==> src/rtl/sfp_pkg.sv <==
package sfp_pkg;

    typedef enum logic [2:0] {
        OP_WREN = 3'd0,
        OP_WRDI = 3'd1,
        OP_WRSR = 3'd2,
        OP_PP   = 3'd3,
        OP_SE   = 3'd4,
        OP_BE   = 3'd5,
        OP_CE   = 3'd6,
        OP_RDSR = 3'd7
    } sfp_op_e;

    typedef struct packed {
        logic       srwd;
        logic       qe;
        logic [3:0] bp;
        logic       wel;
        logic       wip;
    } sfp_status_t;

    typedef struct packed {
        logic ok;
        logic set_wel;
        logic clr_wel;
        logic start;
        logic load_nv;
    } sfp_decision_t;

    localparam int unsigned SFP_STATUS_W = 8;
    localparam int unsigned SFP_NV_W     = 6;
    localparam logic [3:0]  SFP_BP_ALL   = 4'hF;

    function automatic logic sfp_is_array_op(sfp_op_e op);
        return (op == OP_PP) || (op == OP_SE) || (op == OP_BE);
    endfunction

endpackage

==> src/rtl/sfp_protect_chk.sv <==
module sfp_protect_chk #(
    parameter int unsigned ADDR_W  = 21,
    parameter int unsigned BLOCK_W = 16
) (
    input  logic [ADDR_W-1:0] addr,
    input  logic [3:0]        bp,
    output logic              hit
);
    localparam int unsigned BLK_W = ADDR_W - BLOCK_W;
    localparam int unsigned NBLK  = 1 << BLK_W;

    int unsigned         span_log;
    int unsigned         lo_blk;
    logic [ADDR_W:0]     lo_addr;

    always_comb begin
        span_log = 0;
        lo_blk   = 0;
        lo_addr  = '0;
        hit      = 1'b0;
        if (bp == sfp_pkg::SFP_BP_ALL) begin
            hit = 1'b1;
        end else if (bp != 4'd0) begin
            span_log = 32'(bp) - 1;
            if (span_log >= BLK_W) begin
                hit = 1'b1;
            end else begin
                lo_blk  = NBLK - (32'd1 << span_log);
                lo_addr = (ADDR_W+1)'(lo_blk) << BLOCK_W;
                hit     = ({1'b0, addr} >= lo_addr);
            end
        end
    end
endmodule

==> src/rtl/sfp_cmd_judge.sv <==
module sfp_cmd_judge
    import sfp_pkg::*;
(
    input  logic          vld,
    input  logic [2:0]    op,
    input  sfp_status_t   st,
    input  logic          wp_n,
    input  logic          prot_hit,
    output sfp_decision_t dec,
    output logic          rd_arm
);
    sfp_op_e op_e;
    logic    busy;
    logic    hw_lock;
    logic    may_write;

    assign op_e      = sfp_op_e'(op);
    assign busy      = st.wip;
    assign hw_lock   = st.srwd && !st.qe && !wp_n;
    assign may_write = !busy && st.wel;

    always_comb begin
        dec    = '0;
        rd_arm = 1'b0;
        if (vld) begin
            unique case (op_e)
                OP_RDSR: begin
                    dec.ok = 1'b1;
                    rd_arm = 1'b1;
                end
                OP_WREN: begin
                    dec.ok      = !busy;
                    dec.set_wel = !busy;
                end
                OP_WRDI: begin
                    dec.ok      = !busy;
                    dec.clr_wel = !busy;
                end
                OP_WRSR: begin
                    dec.ok      = may_write && !hw_lock;
                    dec.load_nv = dec.ok;
                    dec.start   = dec.ok;
                end
                OP_CE: begin
                    dec.ok    = may_write && (st.bp == 4'd0);
                    dec.start = dec.ok;
                end
                default: begin
                    dec.ok    = may_write && !prot_hit && sfp_is_array_op(op_e);
                    dec.start = dec.ok;
                end
            endcase
        end
    end
endmodule

==> src/rtl/sfp_status_reg.sv <==
module sfp_status_reg
    import sfp_pkg::*;
#(
    parameter logic [5:0] INIT_NV = 6'b000000
) (
    input  logic          clk,
    input  logic          rst,
    input  sfp_decision_t dec,
    input  logic [5:0]    nv_wdata,
    input  logic          done_pulse,
    output sfp_status_t   st
);
    always_ff @(posedge clk) begin
        if (rst) begin
            st <= {INIT_NV, 2'b00};
        end else begin
            if (dec.set_wel) st.wel <= 1'b1;
            if (dec.clr_wel) st.wel <= 1'b0;
            if (dec.load_nv) {st.srwd, st.qe, st.bp} <= nv_wdata;
            if (dec.start)   st.wip <= 1'b1;
            if (done_pulse && st.wip) begin
                st.wip <= 1'b0;
                st.wel <= 1'b0;
            end
        end
    end
endmodule

==> src/rtl/sfp_status_shift.sv <==
module sfp_status_shift #(
    parameter int unsigned W = 8
) (
    input  logic         clk,
    input  logic         rst,
    input  logic         arm,
    input  logic         sel_n,
    input  logic         shift,
    input  logic [W-1:0] status,
    output logic         so
);
    localparam int unsigned IDX_W = $clog2(W);

    logic             armed;
    logic [IDX_W-1:0] idx;
    logic [W-1:0]     shadow;

    always_ff @(posedge clk) begin
        if (rst) begin
            armed  <= 1'b0;
            idx    <= '0;
            shadow <= '0;
            so     <= 1'b0;
        end else if (sel_n) begin
            armed <= 1'b0;
            idx   <= '0;
        end else if (arm) begin
            armed <= 1'b1;
            idx   <= '0;
        end else if (armed && shift) begin
            if (idx == '0) begin
                shadow <= status;
                so     <= status[W-1];
            end else begin
                so <= shadow[IDX_W'(W-1) - idx];
            end
            idx <= (idx == IDX_W'(W-1)) ? '0 : idx + 1'b1;
        end
    end
endmodule

==> src/rtl/sfp_status_ctrl.sv <==
module sfp_status_ctrl
    import sfp_pkg::*;
#(
    parameter int unsigned ADDR_W  = 21,
    parameter int unsigned BLOCK_W = 16,
    parameter logic [5:0]  INIT_NV = 6'b000000
) (
    input  logic              clk,
    input  logic              rst,
    input  logic              cmd_vld,
    input  logic [2:0]        cmd_op,
    input  logic [ADDR_W-1:0] cmd_addr,
    input  logic [5:0]        nv_wdata,
    input  logic              wp_n,
    input  logic              done_pulse,
    input  logic              rd_sel_n,
    input  logic              rd_shift,
    output logic              cmd_ok,
    output logic              cmd_rej,
    output logic [7:0]        status_o,
    output logic              so_bit,
    output logic              sio2_is_data
);
    sfp_status_t   st;
    sfp_decision_t dec;
    logic          prot_hit;
    logic          rd_arm;

    sfp_protect_chk #(.ADDR_W(ADDR_W), .BLOCK_W(BLOCK_W)) u_prot (
        .addr (cmd_addr),
        .bp   (st.bp),
        .hit  (prot_hit)
    );

    sfp_cmd_judge u_judge (
        .vld      (cmd_vld),
        .op       (cmd_op),
        .st       (st),
        .wp_n     (wp_n),
        .prot_hit (prot_hit),
        .dec      (dec),
        .rd_arm   (rd_arm)
    );

    sfp_status_reg #(.INIT_NV(INIT_NV)) u_reg (
        .clk        (clk),
        .rst        (rst),
        .dec        (dec),
        .nv_wdata   (nv_wdata),
        .done_pulse (done_pulse),
        .st         (st)
    );

    sfp_status_shift #(.W(SFP_STATUS_W)) u_shift (
        .clk    (clk),
        .rst    (rst),
        .arm    (rd_arm),
        .sel_n  (rd_sel_n),
        .shift  (rd_shift),
        .status (st),
        .so     (so_bit)
    );

    always_ff @(posedge clk) begin
        if (rst) begin
            cmd_ok  <= 1'b0;
            cmd_rej <= 1'b0;
        end else begin
            cmd_ok  <= cmd_vld && dec.ok;
            cmd_rej <= cmd_vld && !dec.ok;
        end
    end

    assign status_o     = st;
    assign sio2_is_data = st.qe;
endmodule

==> config.mk <==
export PLATFORM = sky130hd
export DESIGN_NAME = sfp_status_ctrl
export DESIGN_NICKNAME = d
export VERILOG_FILES = /design/src/rtl/sfp_pkg.sv /design/src/rtl/sfp_protect_chk.sv /design/src/rtl/sfp_cmd_judge.sv /design/src/rtl/sfp_status_reg.sv /design/src/rtl/sfp_status_shift.sv /design/src/rtl/sfp_status_ctrl.sv
export SDC_FILE = /design/constraint.sdc
export NUM_CORES = 1
export LEC_CHECK = 0
export BUFFER_PORTS_ARGS = -buffer_cell sky130_fd_sc_hd__buf_2
export CAP_MARGIN = 20
export CELL_PAD_IN_SITES_DETAIL_PLACEMENT = 0
export CELL_PAD_IN_SITES_GLOBAL_PLACEMENT = 1
export CORE_MARGIN = 2
export CORE_UTILIZATION = 40
export DETAILED_ROUTE_END_ITERATION = 8
export PLACE_DENSITY = 0.82
export SYNTH_ARGS = -nofsm -noshare
export SYNTH_HDL_FRONTEND = slang
export SYNTH_SLANG_ARGS = --single-unit
export TNS_END_PERCENT = 10
==> constraint.sdc <==
create_clock -name clk -period 4.57 [get_ports clk]
set_input_delay 0.457 -clock clk [delete_from_list [all_inputs] [get_ports clk]]
set_output_delay 0.457 -clock clk [all_outputs]
set_load 0.02 [all_outputs]
# After elaboration in Yosys (flattened, before gate mapping)

Index checks and enable logic that the tools add are counted.

Logic and storage cells: 76
Register bits: 23
Output and inout port bits: 12
Input port bits: 37

Equality and inequality tests: 9
Bitwise gates (word level): 2
Reductions and logical operators: 31
Add/sub/neg operators: 4
Multiplexer cells: 15
Shift operators: 1
Magnitude comparators: 3

Operators with widths:

| kind                   | count |
|---|---|
| $ge A32 B3 Y1 const B  | 1 |
| $shl A1 B32 Y6 const A | 1 |
| $ge A21 B22 Y1         | 1 |
| $eq A3 B3 Y1 const B   | 5 |
| $logic_and A1 B1 Y1    | 11 |
| $mux W1                | 10 |
| $reduce_or A3 Y1       | 3 |
| $eq A3 B2 Y1 const B   | 2 |
| $logic_not A1 Y1       | 6 |
| $logic_not A3 Y1       | 2 |
| $reduce_or A2 Y1       | 3 |
| $sub A6 B6 Y6 const A  | 1 |
| $mux W5                | 1 |
| $sub A4 B1 Y5 const B  | 1 |
| $eq A4 B4 Y1 const B   | 1 |
| $logic_not A4 Y1       | 1 |
| $lt A3 B4 Y1 const B   | 1 |
| $pmux W1 S4            | 1 |
| $reduce_and A4 Y1      | 1 |
| $reduce_bool A4 Y1     | 1 |
| $add A3 B1 Y3 const B  | 1 |
| $bmux W1 S3            | 1 |
| $eq A3 B1 Y1 const B   | 1 |
| $mux W3                | 1 |
| other kinds (5)        | 7 |

# Depth between registers and ports, before layout

Depth after elaboration: 14
Mapped depth: 15
Gate-level depth less buffers: 15

# Hierarchy

Synthesis repeated with hierarchy kept, for this count alone.

Cell total of the unflattened synthesis: 168
Area total of the unflattened synthesis: 1517.7 um^2

Modules (own cells, without submodules):

| module           | instances | area an instance (um^2) | sequential area each (um^2) | cells each |
|---|---|---|---|---|
| sfp_status_shift | 1         | 611.8                   | 260.2                       | 64 |
| sfp_protect_chk  | 1         | 402.9                   | 0.0                         | 54 |
| sfp_status_reg   | 1         | 289.0                   | 160.2                       | 26 |
| sfp_cmd_judge    | 1         | 145.1                   | 0.0                         | 19 |
| sfp_status_ctrl  | 1         | 68.8                    | 40.0                        | 5 |

# Least setup slack after synthesis

Ideal clock, no wire load.

Kind: reg-to-reg
Start: reg u_reg.st[2] (netlist name)
End: reg u_reg.st[0] (netlist name)
Path slack: 1419 ps
Arrival: 3090 ps
Path buffers: 0
Cell stages (with the launch flop): 15
Data required time: 4509 ps
Clock period less this slack: 3151 ps
Library setup time: 61 ps
Cell sequence: dfxtp_1 -> inv_1 -> ha_1 -> xnor2_1 -> and2_1 -> nand2_1 -> ha_1 -> nand2_1 -> mux2i_1 -> a32o_1 -> ha_1 -> and3_1 -> a221o_1 -> o211ai_1 -> a32o_1

Longest elaborated chain between the ends: 12
Elaborated cells between the ends (all ways): 17
Classes of those cells: add/sub (2); order compare (2); eq/ne (1); shift (1); mux (5); reduce/logical (6)

Ends and longest elaborated chain:

| what                             | RTL line              | RTL |
|---|---|---|
| $sub A4 B1 Y5                    | sfp_protect_chk.sv:24 | `span_log = 32'(bp) - 1;` |
| $shl A1 B32 Y6                   | sfp_protect_chk.sv:28 | `lo_blk = NBLK - (32'd1 << span_log);` |
| $sub A6 B6 Y6                    | sfp_protect_chk.sv:28 |  |
| $ge A21 B22 Y1                   | sfp_protect_chk.sv:30 | `hit = ({1'b0, addr} >= lo_addr);` |
| $mux W1                          | sfp_protect_chk.sv:25 | `if (span_log >= BLK_W) begin` |
| $mux W1                          | sfp_protect_chk.sv:23 | `end else if (bp != 4'd0) begin` |
| $mux W1                          | sfp_protect_chk.sv:21 | `if (bp == sfp_pkg::SFP_BP_ALL) begin` |
| $logic_not A1 Y1                 | sfp_cmd_judge.sv:49   | `dec.ok = may_write && !prot_hit && sfp_is_array_op(op_e);` |
| $logic_and A1 B1 Y1 (2 in a row) | sfp_cmd_judge.sv:49   |  |
| $pmux W1 S3 (*)                  | sfp_cmd_judge.sv:26   | `unique case (op_e)` |
| $mux W5 (*)                      | sfp_cmd_judge.sv:25   | `if (vld) begin` |

Every way passes the cells marked *; elsewhere a longest branch is shown, timed or not.
A chain may end at the register's enable or synchronous reset.

# Final worst setup path

Start: reg u_reg.st[2] (netlist name)
End: reg u_reg.st[0] (netlist name)

Longest elaborated chain between the ends: 12
Elaborated cells between the ends (all ways): 17
Classes of those cells: add/sub (2); order compare (2); eq/ne (1); shift (1); mux (5); reduce/logical (6)

Ends and longest elaborated chain:

| what                             | RTL line |
|---|---|
| $sub A4 B1 Y5                    | sfp_protect_chk.sv:24 |
| $shl A1 B32 Y6                   | sfp_protect_chk.sv:28 |
| $sub A6 B6 Y6                    | sfp_protect_chk.sv:28 |
| $ge A21 B22 Y1                   | sfp_protect_chk.sv:30 |
| $mux W1                          | sfp_protect_chk.sv:25 |
| $mux W1                          | sfp_protect_chk.sv:23 |
| $mux W1                          | sfp_protect_chk.sv:21 |
| $logic_not A1 Y1                 | sfp_cmd_judge.sv:49 |
| $logic_and A1 B1 Y1 (2 in a row) | sfp_cmd_judge.sv:49 |
| $pmux W1 S3 (*)                  | sfp_cmd_judge.sv:26 |
| $mux W5 (*)                      | sfp_cmd_judge.sv:25 |

Marks and branches as above.

==> results.json <==
{
  "outcome": "completed",
  "first_pass_iters": 4,
  "ios": 49,
  "switching_share_pct": 23.79,
  "pwr-share-clk_pct": 33.5,
  "cp-start-kind": "flop",
  "pre_cts_slack_ns": 1.261,
  "synth.yosys.seq_area_share_pct": 30.07,
  "power.share.combinational_pct": 12.3,
  "slowest_stage": "dfxtp_1",
  "clockBufferDepth": 2,
  "initial_utilization_pct": 41.83,
  "hold_start": "done_pulse",
  "r2r_start": "u_reg.st[2]",
  "fin_util_pct": 50.21,
  "grt_pass1_wl_um": 5326,
  "cp_top_family": "compound AO/OA/AOI/OAI gates",
  "synthArstFlopShare_pct": 0,
  "synth_top_family_by_area": "simple AND/OR/NAND/NOR gates",
  "reg2reg_slack_ns": 1.27,
  "intPower_uw": 287.9,
  "antenna_found_initial": 0,
  "synth_compound_area_share_pct": 13.89,
  "ctsHoldBuffers": 0,
  "core-area_um2": 3661,
  "reg2reg_to": "u_reg.st[0]",
  "n_fill_cell": 368,
  "synth_nets": 222,
  "hold_end": "u_reg.st[1]",
  "cts_resized": 0,
  "clkLatencyLatePin_ns": 0.27,
  "htreeDepth": 1,
  "cp-end-kind": "flop",
  "hold_path_class": "in2reg",
  "drv_slew": 0,
  "crit_start": "u_reg.st[2]",
  "path_class": "reg2reg",
  "die_w_um": 65.88,
  "total_power_uw": 377.8,
  "multi_input_comb_area_um2": 987.2,
  "cts_root_buf": "clkbuf_8",
  "final_hold_viol_count": 0,
  "syn_area_um2": 1531,
  "ys.flop_type": "dfxtp_1",
  "synth-xor-area-share_pct": 3.431,
  "setup_viol": 0,
  "final_cell_area_um2": 1838,
  "drt-initial-drc-count": 49,
  "skew_ns": 0.006628,
  "avgRoutedWirePerCell_um": 12.14,
  "clkSinkCount": 23,
  "critPathBufInv": 1,
  "cp_max_fo": 10,
  "cts_tree": "built",
  "finalWorstSetupSlack_ns": 1.271,
  "postPlaceCellArea_um2": 1789,
  "via_count": 1366,
  "antenna_cells": 0,
  "power.density_nw_per_um2": 205.6,
  "period_share_pct": 72.20,
  "grt_max_degree": 21,
  "slowest_delay_ns": 0.51,
  "p_leak_nw": 0.8573,
  "syn_to_final_growth_pct": 20.02,
  "die-area_um2": 4340,
  "grt_pass1_vias": 1201,
  "drt.antenna.violating_nets": 0,
  "cts.clk_slew.worst_paths_ns": 0.08,
  "cpMostUsedCell": "ha_1",
  "synth-edff-count": 0,
  "synth_warnings": 0,
  "wl_um": 3204,
  "dp.cells": 260,
  "max_slew_margin_pct": 63.28,
  "fin_nets": 269,
  "cap_violations": 0,
  "setup_tns_ns": 0,
  "synth-simple-area-share_pct": 22.14,
  "grt_overflow": 0,
  "rows": 22,
  "gp_congestion": 0.7362,
  "ir_drop_mv": 0.1451,
  "port_buffers": 48,
  "syn_inst": 170,
  "final_layout_size_suffix_gt1_share_pct": 27.31,
  "max_freq_mhz": 303.1,
  "synth-adder-area-share_pct": 12.25,
  "drcViolationCount": 0,
  "crit_chain": "inv_1 > ha_1 > xnor2_1 > and2_1 > nand2_1 > ha_1 > nand2_1 > mux2i_1 > a32o_1 > ha_1 > and3_1 > a221o_1 > o211ai_1 > a32o_1",
  "synth_mux_area_share_pct": 12.75,
  "rr_worst_depth": 14,
  "syn_avg_cell_area_um2": 9.009,
  "vias_per_cell": 5.174,
  "seqPwrFrac_pct": 54.3,
  "cts_setup_buffers": 0,
  "track_usage_pct": 15.38,
  "ys_types": 48,
  "worst_pin_slew_ns": 0.5491,
  "hpwl_um": 2602,
  "ys_ff_latch": 23,
  "min_period_ns": 3.299,
  "instances_no_fill": 264,
  "regArea_um2": 460.4,
  "die_y_um": 65.88,
  "worstPathArrival_ns": 3.51,
  "cts_buffers": 3,
  "fin_hold_ws_ns": 0.3898,
  "rsz0062_at_grt": "false",
  "switchingPower_uw": 89.87,
  "min_path_cells": 2,
  "cp.required_ns": 4.78
}
layer usage:
metal  GRT usage, %  routed length (um)
met1          20.23                1602
met2          25.76                1406
met3          3.407                 168
met4          3.125                  27
met5              0                   0
sequential cells by signal, indices dropped and copies added, names as in the netlist:
register and flops:
u_shift.idx 3, u_shift.armed 1, u_shift.so 1, u_reg.st 8, cmd_ok 1, cmd_rej 1
u_shift.shadow 8
cell usage after synthesis (all sizes together) (3+ instances only):
library cell | n | area share [%]
o21ai | 4 | 1.3
nor4 | 4 | 1.6
a21oi | 6 | 2.0
mux2i | 15 | 9.8
ha | 15 | 12
nand2 | 9 | 2.2
a31oi | 3 | 1.2
inv | 11 | 2.7
nor2 | 22 | 5.6
dfxtp | 23 | 30
buf | 4 | 2.3
nand2b | 4 | 1.6
nor3 | 6 | 2.3
xnor2 | 4 | 2.3
power by group through the flow:
stage,clock [mW],sequential (mW),combinational (mW)
3_3_place_gp,0,0.210,0.0467
4_1_cts,0.132,0.205,0.0467
5_1_grt,0.140,0.205,0.0517
2_1_floorplan,0,0.212,0.0208
6_report,0.126,0.205,0.0464
3_5_place_dp,0,0.210,0.0465
cells by family after synthesis:
group / count (synthesis)
fa+ha+maj: 15
xor+xnor: 6
mux: 17
flops: 23
compound gates: 30
buf+inv: 17
simple gates: 62
how the worst max path moves through the flow:
stage | depth (start not counted) | to | slack, ns
floorplan | 14 | u_reg.st[0] | 1.42
global placement | 14 | u_reg.st[0] | 1.38
detailed placement | 15 | u_reg.st[0] | 1.26
CTS | 15 | u_reg.st[0] | 1.24
global route | 15 | u_reg.st[0] | 0.89
finish | 14 | u_reg.st[0] | 1.27
cell type report:
| cell class | count | share of cell area (%) |
|---|---|---|
| clock inverter | 1 | 0.4084 |
| clock buffer | 3 | 2.246 |
| timing repair buffer | 48 | 13.07 |
| inverter | 11 | 2.246 |
| sequential | 23 | 25.05 |
| multi-input combinational | 130 | 53.71 |
| tap | 48 | 3.268 |
worst reg2reg max path, cell delays in order, from the launching register on:
cell and delay (ns):
dfxtp_1 0.51, inv_1 0.13, ha_1 0.28, xnor2_1 0.18
and2_1 0.20, nand2_1 0.09, ha_1 0.23, nand2_1 0.08
mux2i_1 0.08, a32o_1 0.22, ha_1 0.29, and3_1 0.21
a221o_1 0.30, o211ai_1 0.26, a32o_1 0.20
cells in the final DEF (no fill, tap or decap), types with 3 or more instances in the layout:
cell	count
a21oi_1	6
a31oi_1	3
buf_2	48
clkbuf_8	3
dfxtp_1	23
ha_1	15
inv_1	11
mux2i_1	15
nand2_1	9
nand2b_1	4
nor2_1	21
nor3_1	5
nor4_1	4
o21ai_0	4
xnor2_1	4
(Power assumes the default switching activity.)
